## src/rtl/diag_arb_pkg.sv

```systemverilog
package diag_arb_pkg;
  localparam int N_MODELS  = 3;
  localparam int N_STRUCTS = 3;
  localparam int N_CLASSES = N_MODELS * N_STRUCTS;
  localparam logic [1:0] CODE_UNKNOWN = 2'd3;

  typedef enum logic [1:0] {
    DEC_NONE     = 2'd0,
    DEC_UNIQUE   = 2'd1,
    DEC_FALLBACK = 2'd2
  } dec_kind_t;
endpackage

```

## src/rtl/diag_hit_decode.sv

```systemverilog
module diag_hit_decode #(
  parameter int SCORE_W = 12,
  parameter int N_CLS   = 9
) (
  input  logic [N_CLS*SCORE_W-1:0] score_bus,
  output logic [N_CLS-1:0]         hits
);
  for (genvar k = 0; k < N_CLS; k++) begin : g_cls
    assign hits[k] = ($signed(score_bus[k*SCORE_W +: SCORE_W]) < 0);
  end
endmodule

```

## src/rtl/diag_select.sv

```systemverilog
module diag_select
  import diag_arb_pkg::*;
(
  input  logic [N_CLASSES-1:0] hits,
  input  logic                 trap_hit,
  input  logic [1:0]           trap_struct,
  output dec_kind_t            kind,
  output logic [1:0]           sel_model,
  output logic [1:0]           sel_struct
);
  localparam int CNT_W = $clog2(N_CLASSES + 1);

  logic [CNT_W-1:0] total_hits;
  logic [CNT_W-1:0] col_hits;
  logic [1:0]       uniq_model;
  logic [1:0]       uniq_struct;
  logic [1:0]       col_model;
  logic             trap_ok;

  assign trap_ok = trap_hit && (trap_struct < 2'(N_STRUCTS));

  always_comb begin
    total_hits  = '0;
    col_hits    = '0;
    uniq_model  = CODE_UNKNOWN;
    uniq_struct = CODE_UNKNOWN;
    col_model   = CODE_UNKNOWN;
    for (int m = 0; m < N_MODELS; m++) begin
      for (int s = 0; s < N_STRUCTS; s++) begin
        if (hits[m*N_STRUCTS + s]) begin
          total_hits  = total_hits + CNT_W'(1);
          uniq_model  = 2'(m);
          uniq_struct = 2'(s);
          if (2'(s) == trap_struct) begin
            col_hits  = col_hits + CNT_W'(1);
            col_model = 2'(m);
          end
        end
      end
    end
  end

  always_comb begin
    if (total_hits == CNT_W'(1)) begin
      kind       = DEC_UNIQUE;
      sel_model  = uniq_model;
      sel_struct = uniq_struct;
    end else if (trap_ok) begin
      kind       = DEC_FALLBACK;
      sel_struct = trap_struct;
      sel_model  = (total_hits > CNT_W'(1) && col_hits == CNT_W'(1)) ? col_model : CODE_UNKNOWN;
    end else begin
      kind       = DEC_NONE;
      sel_model  = CODE_UNKNOWN;
      sel_struct = CODE_UNKNOWN;
    end
  end
endmodule

```

## src/rtl/diag_persist.sv

```systemverilog
module diag_persist #(
  parameter int PERSIST_LIMIT = 2
) (
  input  logic clk,
  input  logic rst_n,
  input  logic score_valid,
  input  logic unique_dec,
  input  logic symptom_pulse,
  output logic retrain_req
);
  localparam int CNT_W = (PERSIST_LIMIT < 2) ? 1 : $clog2(PERSIST_LIMIT);
  localparam logic [CNT_W-1:0] LAST = CNT_W'(PERSIST_LIMIT - 1);

  logic             locked_q, locked_d;
  logic [CNT_W-1:0] cnt_q, cnt_d;
  logic             retrain_q, retrain_d;

  always_comb begin
    locked_d  = locked_q;
    cnt_d     = cnt_q;
    retrain_d = 1'b0;
    if (score_valid) begin
      locked_d = unique_dec;
      cnt_d    = '0;
    end else if (locked_q && symptom_pulse) begin
      if (cnt_q == LAST) begin
        retrain_d = 1'b1;
        locked_d  = 1'b0;
        cnt_d     = '0;
      end else begin
        cnt_d = cnt_q + CNT_W'(1);
      end
    end
  end

  always_ff @(posedge clk or negedge rst_n) begin
    if (!rst_n) begin
      locked_q  <= 1'b0;
      cnt_q     <= '0;
      retrain_q <= 1'b0;
    end else begin
      locked_q  <= locked_d;
      cnt_q     <= cnt_d;
      retrain_q <= retrain_d;
    end
  end

  assign retrain_req = retrain_q;
endmodule

```

## src/rtl/diag_arbiter.sv

```systemverilog
module diag_arbiter
  import diag_arb_pkg::*;
#(
  parameter int SCORE_W       = 12,
  parameter int PERSIST_LIMIT = 2
) (
  input  logic                         clk,
  input  logic                         rst_n,
  input  logic                         score_valid,
  input  logic [N_CLASSES*SCORE_W-1:0] score_bus,
  input  logic                         trap_hit,
  input  logic [1:0]                   trap_struct,
  input  logic                         symptom_pulse,
  output logic                         diag_valid,
  output logic [1:0]                   diag_model,
  output logic [1:0]                   diag_struct,
  output logic                         fallback_used,
  output logic                         retrain_req,
  output logic                         again_req
);
  logic [N_CLASSES-1:0] hits;
  dec_kind_t            kind;
  logic [1:0]           sel_model, sel_struct;

  logic       valid_q, valid_d;
  logic [1:0] model_q, model_d;
  logic [1:0] struct_q, struct_d;
  logic       fb_q, fb_d;
  logic       again_q, again_d;

  diag_hit_decode #(.SCORE_W(SCORE_W), .N_CLS(N_CLASSES)) u_decode (
    .score_bus (score_bus),
    .hits      (hits)
  );

  diag_select u_select (
    .hits        (hits),
    .trap_hit    (trap_hit),
    .trap_struct (trap_struct),
    .kind        (kind),
    .sel_model   (sel_model),
    .sel_struct  (sel_struct)
  );

  diag_persist #(.PERSIST_LIMIT(PERSIST_LIMIT)) u_persist (
    .clk           (clk),
    .rst_n         (rst_n),
    .score_valid   (score_valid),
    .unique_dec    (kind == DEC_UNIQUE),
    .symptom_pulse (symptom_pulse),
    .retrain_req   (retrain_req)
  );

  always_comb begin
    valid_d  = 1'b0;
    again_d  = 1'b0;
    model_d  = model_q;
    struct_d = struct_q;
    fb_d     = fb_q;
    if (score_valid) begin
      valid_d  = 1'b1;
      model_d  = sel_model;
      struct_d = sel_struct;
      fb_d     = (kind == DEC_FALLBACK);
      again_d  = (kind == DEC_NONE);
    end
  end

  always_ff @(posedge clk or negedge rst_n) begin
    if (!rst_n) begin
      valid_q  <= 1'b0;
      model_q  <= CODE_UNKNOWN;
      struct_q <= CODE_UNKNOWN;
      fb_q     <= 1'b0;
      again_q  <= 1'b0;
    end else begin
      valid_q  <= valid_d;
      model_q  <= model_d;
      struct_q <= struct_d;
      fb_q     <= fb_d;
      again_q  <= again_d;
    end
  end

  assign diag_valid    = valid_q;
  assign diag_model    = model_q;
  assign diag_struct   = struct_q;
  assign fallback_used = fb_q;
  assign again_req     = again_q;
endmodule

```

## config.mk

```make
export PLATFORM = sky130hd
export DESIGN_NAME = diag_arbiter
export DESIGN_NICKNAME = d
export VERILOG_FILES = /design/src/rtl/diag_arb_pkg.sv /design/src/rtl/diag_hit_decode.sv /design/src/rtl/diag_select.sv /design/src/rtl/diag_persist.sv /design/src/rtl/diag_arbiter.sv
export SDC_FILE = /design/constraint.sdc
export NUM_CORES = 1
export LEC_CHECK = 0
export BUFFER_PORTS_ARGS = -buffer_cell sky130_fd_sc_hd__buf_2
export CAP_MARGIN = 20
export CORE_UTILIZATION = 48
export CTS_CLUSTER_SIZE = 14
export DETAILED_ROUTE_END_ITERATION = 10
export GPL_ROUTABILITY_DRIVEN = 1
export PLACE_DENSITY = 0.88
export SYNTH_ARGS = -nofsm -noshare
export SYNTH_HDL_FRONTEND = slang
export SYNTH_HIERARCHICAL = 1
export SYNTH_SLANG_ARGS = --single-unit
```

## constraint.sdc

```tcl
create_clock -name clk -period 1.2 [get_ports clk]
set_input_delay 0.24 -clock clk [delete_from_list [all_inputs] [get_ports clk]]
set_output_delay 0.24 -clock clk [all_outputs]
set_load 0.05 [all_outputs]
```

==> results.md, run 1 <==
* Status: finished with violations
* Failing checks: negative setup slack
* Die Y at 66.7 um
* Hold Crit Depth at 1
* Sequential share of the synthesized area at 0.127
* Gate Count Post-Synth at 237
* # IOs at 123
* First-pass GRT wire length at 8930 um
* Synth Flop Type: dfrtp_1
* Setup violators final at 7
* Initial Util at 0.503
* Fin. Hold Viols at 0
* Multi-input gate area at 1750 sq um
* Worst Hold Launch: score_valid
* R2R Path End: u_persist/cnt_q
* Cell taking the most area after synthesis: ha_1
* WP buf/inv at 2
* Drt first pass iters at 4
* Switching pwr at 1.63 mW
* Root Driver: clkbuf_8
* Post-DP Area at 2600 sq um
* Final setup margin at -4.18 ns
* Post-Syn Nets at 368
* Layout cells sized above 1 at 0.491
* Register area at 255 sq um
* Ranking of synthesized cells by area: ha_1 10%, dfrtp_1 7.5%, dfstp_2 5.2%
* I/O Buffers at 23
* Final period utilization at 4.49
* Min Hold Slack at 0.267 ns
* Most frequent cells in the layout: 75 x buf_4, 22 x nand2_1, 18 x buf_2, 12 x nor2_1, 9 x ha_1
* Worst reg2reg path depth at 2
* Final Cell Area at 2890 sq um
* Fillers at 272
* TritonCTS Buffers at 3
* Crit. End Element: flip-flop
* Unrepaired setup endpoints after global routing: true
* Largest net degree at the start of global routing at 24
* WP data arrival at 5.55 ns
* Die X at 66.7 um
* Hold Path End: diag_valid
* Pint at 2.25 mW
* CTS max path bufs at 2
* Seq cells post-synth at 10
* Layout area overhead at 43.8%
* Synth top area share at 0.0995
* Grt total ovfl at 0
* Pwr dens at 1340 nW/um^2
* Vias in the first global route at 2,049
* Worst setup SP type: primary input
* Count of cell types in the netlist at 71
* Post-layout min period at 5.38 ns
* Combinational power share at 0.752
* Clock share of power at 0.111
* Fmax at 186 MHz
* Clock sinks at 10
* WL per Instance at 16.1 um
* Worst reg2reg startpoint: u_persist/cnt_q
* # nets final at 448
* CTS clock-pin slew for the worst setup and hold paths at 0.05 ns
* Post-Syn Area at 2010 sq um
* Setup slack, reg-to-reg at 0.43 ns
* Sequential share of power at 0.137
* Drt drc at 0
* Post-synth EDFFs at 0
* Warnings from Yosys at 6
* Critical path type: primary input to flip-flop
* FFs w/ async S/R, synth at 1.00
* Antenna diodes at 0
* Initial antenna violation count at 0
* Sw Share at 0.421
* Most common cell after layout, fill and taps aside: buf_4
* WL final at 5900 um
* IR drop worst, VDD at 557 uV
* Tot GR Track Use at 0.263
* Rows at 23
* CP peak stage delay at 0.33 ns
* Min-Delay Path Class: primary input to flip-flop
* Via count at 2,159
* Worst clock skew at 0.00303 ns
* Clock latency on the worst-skew pair at 0.24 ns
* CTS tree: built
* Final ANT Viol Nets at 0
* Average size of a mapped cell at 8.49 sq um
* CP Data Required Time at 1.36 ns
* Critical path peak fanout at 2
* Core box area at 4000 sq um
* Dpl hpwl at 4210 um
* DRT iter0 DRCs at 168
* Final Wtd Congestion at 0.929
* Leak Pwr at 1.35 nW
* Slowest stage cell, crit path: mux2_4
* Number of vias per cell at 5.90
* Die area at 4450 sq um
* Max Cap Viol at 0
* Cell family with most CP delay: adder cells
* Power, Total at 3.88 mW
* Slew Viols, Final at 0
* Clock H-tree levels at 1
==> metal layers <==
metal,routed length [um],GRT usage
met1,2400,0.320
met5,0,0
met3,338,0.0360
met4,214,0.0904
met2,2950,0.467
==> power groups by stage <==
stage	Clock [mW]	Combinational [mW]	Sequential [mW]
finish	0.432	2.92	0.531
global route	0.460	3.11	0.541
CTS	0.436	2.78	0.521
detailed placement	0	2.55	0.513
global placement	0	2.44	0.510
floorplan	0	1.42	0.765
==> worst register-to-register path, delay by kind of cell (launching register included) <==
kind             cells  cell delay [ns]
flip-flops           1             0.40
AND/OR/NAND/NOR      1             0.18
AO/OA/AOI/OAI        1             0.13
==> per-stage QoR <==
step | util | TNS, ns | setup slack, ns | std cells
4_1_cts | 0.706 | -27.36 | -4.06 | 363
5_1_grt | 0.723 | -29.08 | -4.31 | 366
2_1_floorplan | - | -27.18 | -4.19 | 237
6_report | 0.723 | -27.60 | -4.18 | 366
3_5_place_dp | 0.651 | -29.72 | -4.43 | 353
3_3_place_gp | 0.651 | -28.19 | -4.24 | 353
==> Yosys cell counts, types with 2 or more instances <==
library cell  count
o32a_1            3
xnor2_1           8
ha_1             16
o31ai_1           2
a31oi_1           2
o21ai_0           6
mux2_4            4
nand4_1           2
o21a_1            3
nor4b_1           2
buf_2             4
clkbuf_1          9
a21bo_1           2
buf_4             9
or3b_4            2
nand3_1           7
nand2_1          24
inv_1            10
a211oi_1          2
mux2i_1           7
xnor2_2           3
nor3_1            3
o2111ai_1         2
nor2_1           13
a21oi_1          10
buf_6             2
mux2_2            4
xor2_1            4
dfstp_2           4
and3_1            5
nand3b_1          7
and2_1            2
or3_1             2
dfrtp_1           6
a21o_1            2
o22a_1            3
o211ai_1          3
nor2b_1           3
nand2b_1          3
==> cell type report <==
cell class / count / share of cell area
flip-flops and latches: 10 / 0.0882
well taps: 50 / 0.0216
repair buffers: 100 / 0.255
multi-input cells: 192 / 0.603
inverters: 10 / 0.0130
clock buffers: 4 / 0.0190
==> flip-flops by register name (all words and copies together), names as in the netlist <==
register,flops
diag_valid,1
diag_model,2
u_persist/cnt_q,1
fallback_used,1
diag_struct,2
again_req,1
u_persist/retrain_req,1
u_persist/locked_q,1
==> kinds of logic after synthesis <==
logic type               share of synthesized area
multiplexers                                0.0871
other                                      0.00186
adder cells (fa/ha/maj)                     0.0995
buffers and inverters                       0.0920
AO/OA/AOI/OAI                                0.218
flip-flops                                   0.127
XOR/XNOR                                     0.139
AND/OR/NAND/NOR                              0.236
==> repair_timing <==
item / 4_1_cts / 5_1_grt
pin swaps: 19 / 11
buffers inserted: 5 / 3
gates cloned: 0 / 0
resized for setup: 23 / 8
endpoints found under the setup margin: 11 / 8
endpoints found under the hold margin: 6 / 0
hold buffers: 1 / 0
==> worst max-delay path by stage <==
stage | from | to | slack (ns) | depth (start not counted)
after floorplan | trap_struct[0] | diag_model[0] | -4.19 | 29
after global placement | trap_struct[0] | diag_model[0] | -4.24 | 29
after detailed placement | trap_struct[0] | diag_model[0] | -4.43 | 29
after CTS | trap_struct[0] | diag_model[1] | -4.06 | 29
after global routing | trap_struct[0] | diag_model[0] | -4.31 | 29
final | trap_struct[0] | diag_model[0] | -4.18 | 29
No activity file was read; power rests on OpenSTA's default activity.
==> inputs of run 2 (changes only) <==
--- a/config.mk
+++ b/config.mk
@@ -6,13 +6,11 @@
 export NUM_CORES = 1
 export LEC_CHECK = 0
 export BUFFER_PORTS_ARGS = -buffer_cell sky130_fd_sc_hd__buf_2
-export CAP_MARGIN = 20
-export CORE_UTILIZATION = 48
+export CORE_UTILIZATION = 46
 export CTS_CLUSTER_SIZE = 14
 export DETAILED_ROUTE_END_ITERATION = 10
 export GPL_ROUTABILITY_DRIVEN = 1
-export PLACE_DENSITY = 0.88
+export PLACE_DENSITY = 0.87
 export SYNTH_ARGS = -nofsm -noshare
 export SYNTH_HDL_FRONTEND = slang
-export SYNTH_HIERARCHICAL = 1
 export SYNTH_SLANG_ARGS = --single-unit
==> results.md, run 2 <==
* Final setup margin at -3.45 ns
* Number of vias per cell at 6.25
* Post-Syn Nets at 371
* Clock sinks at 10
* Final period utilization at 3.87
* Critical path peak fanout at 4
* Slew HR at 0.630
* Min Hold Slack at 0.272 ns
* Worst clock skew at 0.000423 ns
* Fmax at 215 MHz
* WP data arrival at 4.82 ns
* Core box area at 3720 sq um
* Top-count cell post-synth: nand2_1
* M1 WL at 2750 um
* CTS tree: built
* Multi-input gate area at 1840 sq um
* Drt drc at 0
* # IOs at 123
* Count of cell types in the netlist at 61
* Dpl hpwl at 4300 um
* Average size of a mapped cell at 7.59 sq um
* Post-layout min period at 4.65 ns
* Min-Delay Path Class: primary input to flip-flop
* Largest net degree at the start of global routing at 19
* Met2 WL at 3850 um
* # nets final at 482
* WL met3 at 511 um
* Sequential share of the synthesized area at 0.140
* Clock latency on the worst-skew pair at 0.24 ns
* Layout area overhead at 77.1%
* Most common cell after layout, fill and taps aside: buf_4
* Setup violators final at 7
* DRT iter0 DRCs at 242
* Synth top area share at 0.110
* CTS clock-pin slew for the worst setup and hold paths at 0.05 ns
* Tot GR Track Use at 0.320
* Cell family with most CP delay: adder cells
* Die X at 64.9 um
* Synth Flop Type: dfrtp_1
* I/O Buffers at 23
* WL final at 7520 um
* Root Driver: clkbuf_8
* Critical path type: primary input to flip-flop
* Most frequent cells in the layout: 94 x buf_4, 25 x nand2_1, 16 x buf_2, 12 x o21ai_0, 11 x nor2_1
* TritonCTS Buffers at 3
* Via count at 2,486
* Final core utilization at 0.868
* Slew Viols, Final at 0
* Warnings from Yosys at 0
* Crit. End Element: flip-flop
* Ranking of synthesized cells by area: ha_1 11%, dfrtp_1 8.2%, nand2_1 6.4%
* Die area at 4210 sq um
* Final Wtd Congestion at 0.869
* Cell mode on critical path: a21oi_2
* FFs w/ async S/R, synth at 1.00
* Least-Margin Pin Slew at 0.550 ns
* Worst setup SP type: primary input
* Unrepaired setup endpoints after global routing: true
* Status: finished with violations
* Slowest stage cell, crit path: ha_1
* Vias in the first global route at 2,399
* Fin. Hold Viols at 0
* CTS max path bufs at 2
* IR drop worst, VDD at 908 uV
* Pwr dens at 1450 nW/um^2
* Clock H-tree levels at 1
* Max Cap Viol at 0
* Setup slack, reg-to-reg at 0.21 ns
* Setup TNS at -23.24 ns
* Post-synth EDFFs at 0
* Grt total ovfl at 0
* Rows at 22
* Placement Setup Slack at -3.72 ns
* Synth cell count leaders: 31 x nand2_1, 20 x nor2_1, 16 x ha_1
* WP buf/inv at 3
* Register area at 255 sq um
* Initial Util at 0.490
* Initial antenna violation count at 0
* Gate Count Post-Synth at 240
* Die Y at 64.9 um
* Cell taking the most area after synthesis: ha_1
* CP Data Required Time at 1.37 ns
* Max Used Layer: met4
* CP peak stage delay at 0.31 ns
* Seq cells post-synth at 10
* Failing checks: negative setup slack
* Final ANT Viol Nets at 0
* WL per Instance at 18.9 um
* Antenna diodes at 0
* First-pass GRT wire length at 10,600 um
* Leak Pwr at 1.46 nW
* Drt first pass iters at 5
* Layout cells sized above 1 at 0.557
* Fillers at 180
* Post-Syn Area at 1820 sq um
-- run 2: area by class of cell --
| cell class | instances | area share |
|---|---|---|
| clock buffer | 4 | 0.0171 |
| inverter | 12 | 0.0179 |
| multi-input combinational | 202 | 0.572 |
| sequential | 10 | 0.0792 |
| tap | 48 | 0.0186 |
| timing repair buffer | 122 | 0.296 |
-- run 2: routing by layer --
| metal | vias up | track usage |
|---|---|---|
| met1 | 1184 | 0.327 |
| met5 | - | 0 |
| met4 | 0 | 0.206 |
| li1 | 1078 | - |
| met2 | 173 | 0.600 |
| met3 | 51 | 0.0423 |
-- run 2: final timing paths --
kind                           startpoint               endpoint  cells past startpoint
setup / recovery           trap_struct[0]          diag_model[1]                     30
hold / removal              symptom_pulse  u_persist.retrain_req                      3
setup reg to reg           diag_struct[0]         diag_struct[0]                      3
hold reg to reg             fallback_used          fallback_used                      1
max in group asynchronous           rst_n          diag_model[1]                      2
min in group asynchronous           rst_n              again_req                      2
-- run 2: logic make-up after synthesis --
kind of cell / Yosys count / share of synthesized area
AO/OA/AOI/OAI: 59 / 0.231
XOR/XNOR: 20 / 0.131
adder cells (fa/ha/maj): 16 / 0.110
buffers and inverters: 28 / 0.0680
flip-flops: 10 / 0.140
multiplexers: 9 / 0.0529
other: 1 / 0.00206
AND/OR/NAND/NOR: 97 / 0.265
-- run 2: report_power, final --
part	switching [mW]	internal [mW]	total (mW)	leakage (nW)
clock	0.144	0.289	0.433	0.0288
combinational	1.81	1.93	3.73	1.31
sequential	0.0619	0.458	0.520	0.120
-- run 2: worst register-to-register path, stage by stage, from the launching register on --
cell	delay, ns
dfstp_2	0.54
buf_4	0.12
o32ai_2	0.07
a31oi_1	0.18
-- run 2: timing repair --
item                                    4_1_cts  5_1_grt
setup buffers                                16       12
pin swaps                                    32       29
hold buffers                                  1        0
endpoints found under the setup margin       11        9
endpoints found under the hold margin         6        0
gates resized for setup                      35       31
-- run 2: stage by stage --
stage	cell area [sq um]	total power [mW]	cells
2_1_floorplan	1980	2.21	240
3_3_place_gp	2600	2.95	367
3_5_place_dp	2600	3.10	367
4_1_cts	2950	3.99	387
5_1_grt	3220	4.90	398
6_report	3220	4.69	398
==> inputs of run 3 (changes only) <==
--- a/config.mk
+++ b/config.mk
@@ -5,8 +5,9 @@
 export SDC_FILE = /design/constraint.sdc
 export NUM_CORES = 1
 export LEC_CHECK = 0
+export ABC_AREA = 1
 export BUFFER_PORTS_ARGS = -buffer_cell sky130_fd_sc_hd__buf_2
-export CORE_UTILIZATION = 46
+export CORE_UTILIZATION = 45
 export CTS_CLUSTER_SIZE = 14
 export DETAILED_ROUTE_END_ITERATION = 10
 export GPL_ROUTABILITY_DRIVEN = 1
==> results.md, run 3 <==
* # nets final at 554
* CTS max path bufs at 2
* Grt total ovfl at 0
* Final setup margin at -3.15 ns
* IR drop worst, VDD at 358 uV
* Synth top area share at 0.220
* Multi-input gate area at 1550 sq um
* Core box area at 3690 sq um
* Clock H-tree levels at 1
* Post-Synth XOR/XNOR Area at 0.00935
* WL final at 7060 um
* WP buf/inv at 5
* Fin. Hold Viols at 0
* WP data arrival at 4.52 ns
* Setup violators final at 7
* Synth Area in Compound Gates at 0.0539
* Post-Syn Area at 1740 sq um
* Vias in the first global route at 2,477
* I/O Buffers at 23
* Count of cell types in the netlist at 32
* Max Cap Viol at 0
* Final period utilization at 3.63
* Warnings from Yosys at 0
* Post-Syn Nets at 436
* Post-layout min period at 4.35 ns
* Layout cells sized above 1 at 0.479
* Register area at 255 sq um
* Gate Count Post-Synth at 305
* Die area at 4120 sq um
* Final ANT Viol Nets at 0
* Crit. End Element: flip-flop
* Worst clock skew at 0.0000333 ns
* Antenna diodes at 0
* Failing checks: negative setup slack
* Min Hold Slack at 0.244 ns
* WL per Instance at 15.0 um
* Post-synthesis adder-cell area fraction at 0.115
* Drt drc at 0
* Clock sinks at 10
* Clock latency on the worst-skew pair at 0.24 ns
* Die X at 64.2 um
* Unrepaired setup endpoints after global routing: true
* Worst setup SP type: primary input
* Seq cells post-synth at 10
* Most common cell after layout, fill and taps aside: buf_4
* Largest net degree at the start of global routing at 11
* TritonCTS Buffers at 3
* Average size of a mapped cell at 5.71 sq um
* CTS tree: built
* First-pass GRT wire length at 10,100 um
* CTS clock-pin slew for the worst setup and hold paths at 0.05 ns
* FFs w/ async S/R, synth at 1.00
* CP peak stage delay at 0.32 ns
* Initial Util at 0.472
* Most frequent cells in the layout: 89 x buf_4, 84 x nand2_1, 44 x nand3_1, 43 x inv_1, 19 x nand2_2
* Slew Viols, Final at 0
* Critical path peak fanout at 3
* Sequential share of the synthesized area at 0.147
* Fmax at 230 MHz
* Min-Delay Path Class: primary input to flip-flop
* Dpl hpwl at 3910 um
* Cell taking the most area after synthesis: nand2_1
* Simple-Gate Fraction of Synth Area at 0.542
* CP Data Required Time at 1.37 ns
* Tot GR Track Use at 0.309
* Least-Margin Pin Slew at 0.548 ns
* Synth Flop Type: dfrtp_1
* Mux cell area share after synthesis at 0
* Ranking of synthesized cells by area: nand2_1 22%, nand3_1 14%, inv_1 12%
* Rows at 22
* Critical path type: primary input to flip-flop
* Largest family of logic cells by synthesized area: simple AND/OR/NAND/NOR gates
* Initial antenna violation count at 0
* Fillers at 213
* Leak Pwr at 1.74 nW
* Top-count cell post-synth: nand2_1
* Layout area overhead at 73.7%
* Final Wtd Congestion at 0.905
* Post-synth EDFFs at 0
* Root Driver: clkbuf_8
* Drt first pass iters at 7
* Cell mode on critical path: nand2_1
* Cell family with most CP delay: simple AND/OR/NAND/NOR gates
* # IOs at 123
* Slew HR at 0.630
* Die Y at 64.2 um
* Setup TNS at -21.21 ns
* DRT iter0 DRCs at 242
* Number of vias per cell at 5.51
* Pwr dens at 924 nW/um^2
* Slowest stage cell, crit path: or2_2
* Status: finished with violations
* Synth cell count leaders: 102 x nand2_1, 55 x inv_1, 47 x nand3_1
* Via count at 2,591
[run 3: path summary, 6_finish.rpt]
path / endpoint / slack (ns) / startpoint / cells past startpoint
setup reg to reg: u_persist.locked_q / 0.41 / u_persist.locked_q / 3
setup / recovery: diag_model[1] / -3.15 / score_bus[23] / 31
min in group asynchronous: u_persist.cnt_q / 0.39 / rst_n / 2
hold reg to reg: diag_model[1] / 0.48 / diag_model[1] / 2
hold / removal: diag_valid / 0.24 / score_valid / 1
max in group asynchronous: diag_model[1] / 0.56 / rst_n / 2
[run 3: cell families after synthesis]
group,count (synthesis)
DFF,10
xor gates and xnor gates,1
adders and majority gates,16
AOI/OAI and AO/OA,16
buffers and inverters,59
other,1
and+or+nand+nor,202
[run 3: cell type report]
| class | instances | share of cell area |
|---|---|---|
| Inverter | 56 | 0.0762 |
| Tap cell | 48 | 0.0199 |
| Clock buffer | 4 | 0.0182 |
| Sequential cell | 10 | 0.0844 |
| Timing Repair Buffer | 116 | 0.289 |
| Multi-Input combinational cell | 236 | 0.512 |
[run 3: per-stage QoR]
step | util | total power, mW | instances | setup slack [ns] | instance area (sq um)
finish | 0.820 | 2.79 | 470 | -3.15 | 3020
global route | 0.820 | 2.96 | 470 | -3.28 | 3020
CTS | 0.772 | 2.53 | 468 | -3.07 | 2850
detailed placement | 0.674 | 1.87 | 440 | -3.59 | 2490
global placement | 0.674 | 1.81 | 440 | -3.42 | 2490
floorplan | - | 1.37 | 305 | -3.17 | 1830
[run 3: worst register-to-register path: cells and delay by family, from the launching register on]
kind / cells / cell delay [ns]
DFF: 1 / 0.37
AOI/OAI and AO/OA: 1 / 0.07
and+or+nand+nor: 2 / 0.23
[run 3: repair_timing]
action / CTS / global route
pin swaps: 31 / 33
hold endpoints to repair: 6 / 0
hold buffers: 1 / 0
buffers inserted: 23 / 3
setup endpoints to repair: 11 / 9
gates resized for setup: 30 / 42
[run 3: layer usage]
layer  wire, um  share of wire  global-route usage  vias to the layer above
met5          0              0                   0                        -
met4        379          0.054               0.175                        0
met3        425          0.060              0.0589                       46
met2       3510           0.50               0.574                      136
met1       2750           0.39               0.320                     1207
li1           -              -                   -                     1202
[run 3: where the power goes]
part | total (mW) | switching (mW) | internal, mW
Combinational | 1.93 | 1.06 | 0.877
Sequential | 0.439 | 0.0350 | 0.404
Clock | 0.421 | 0.132 | 0.288
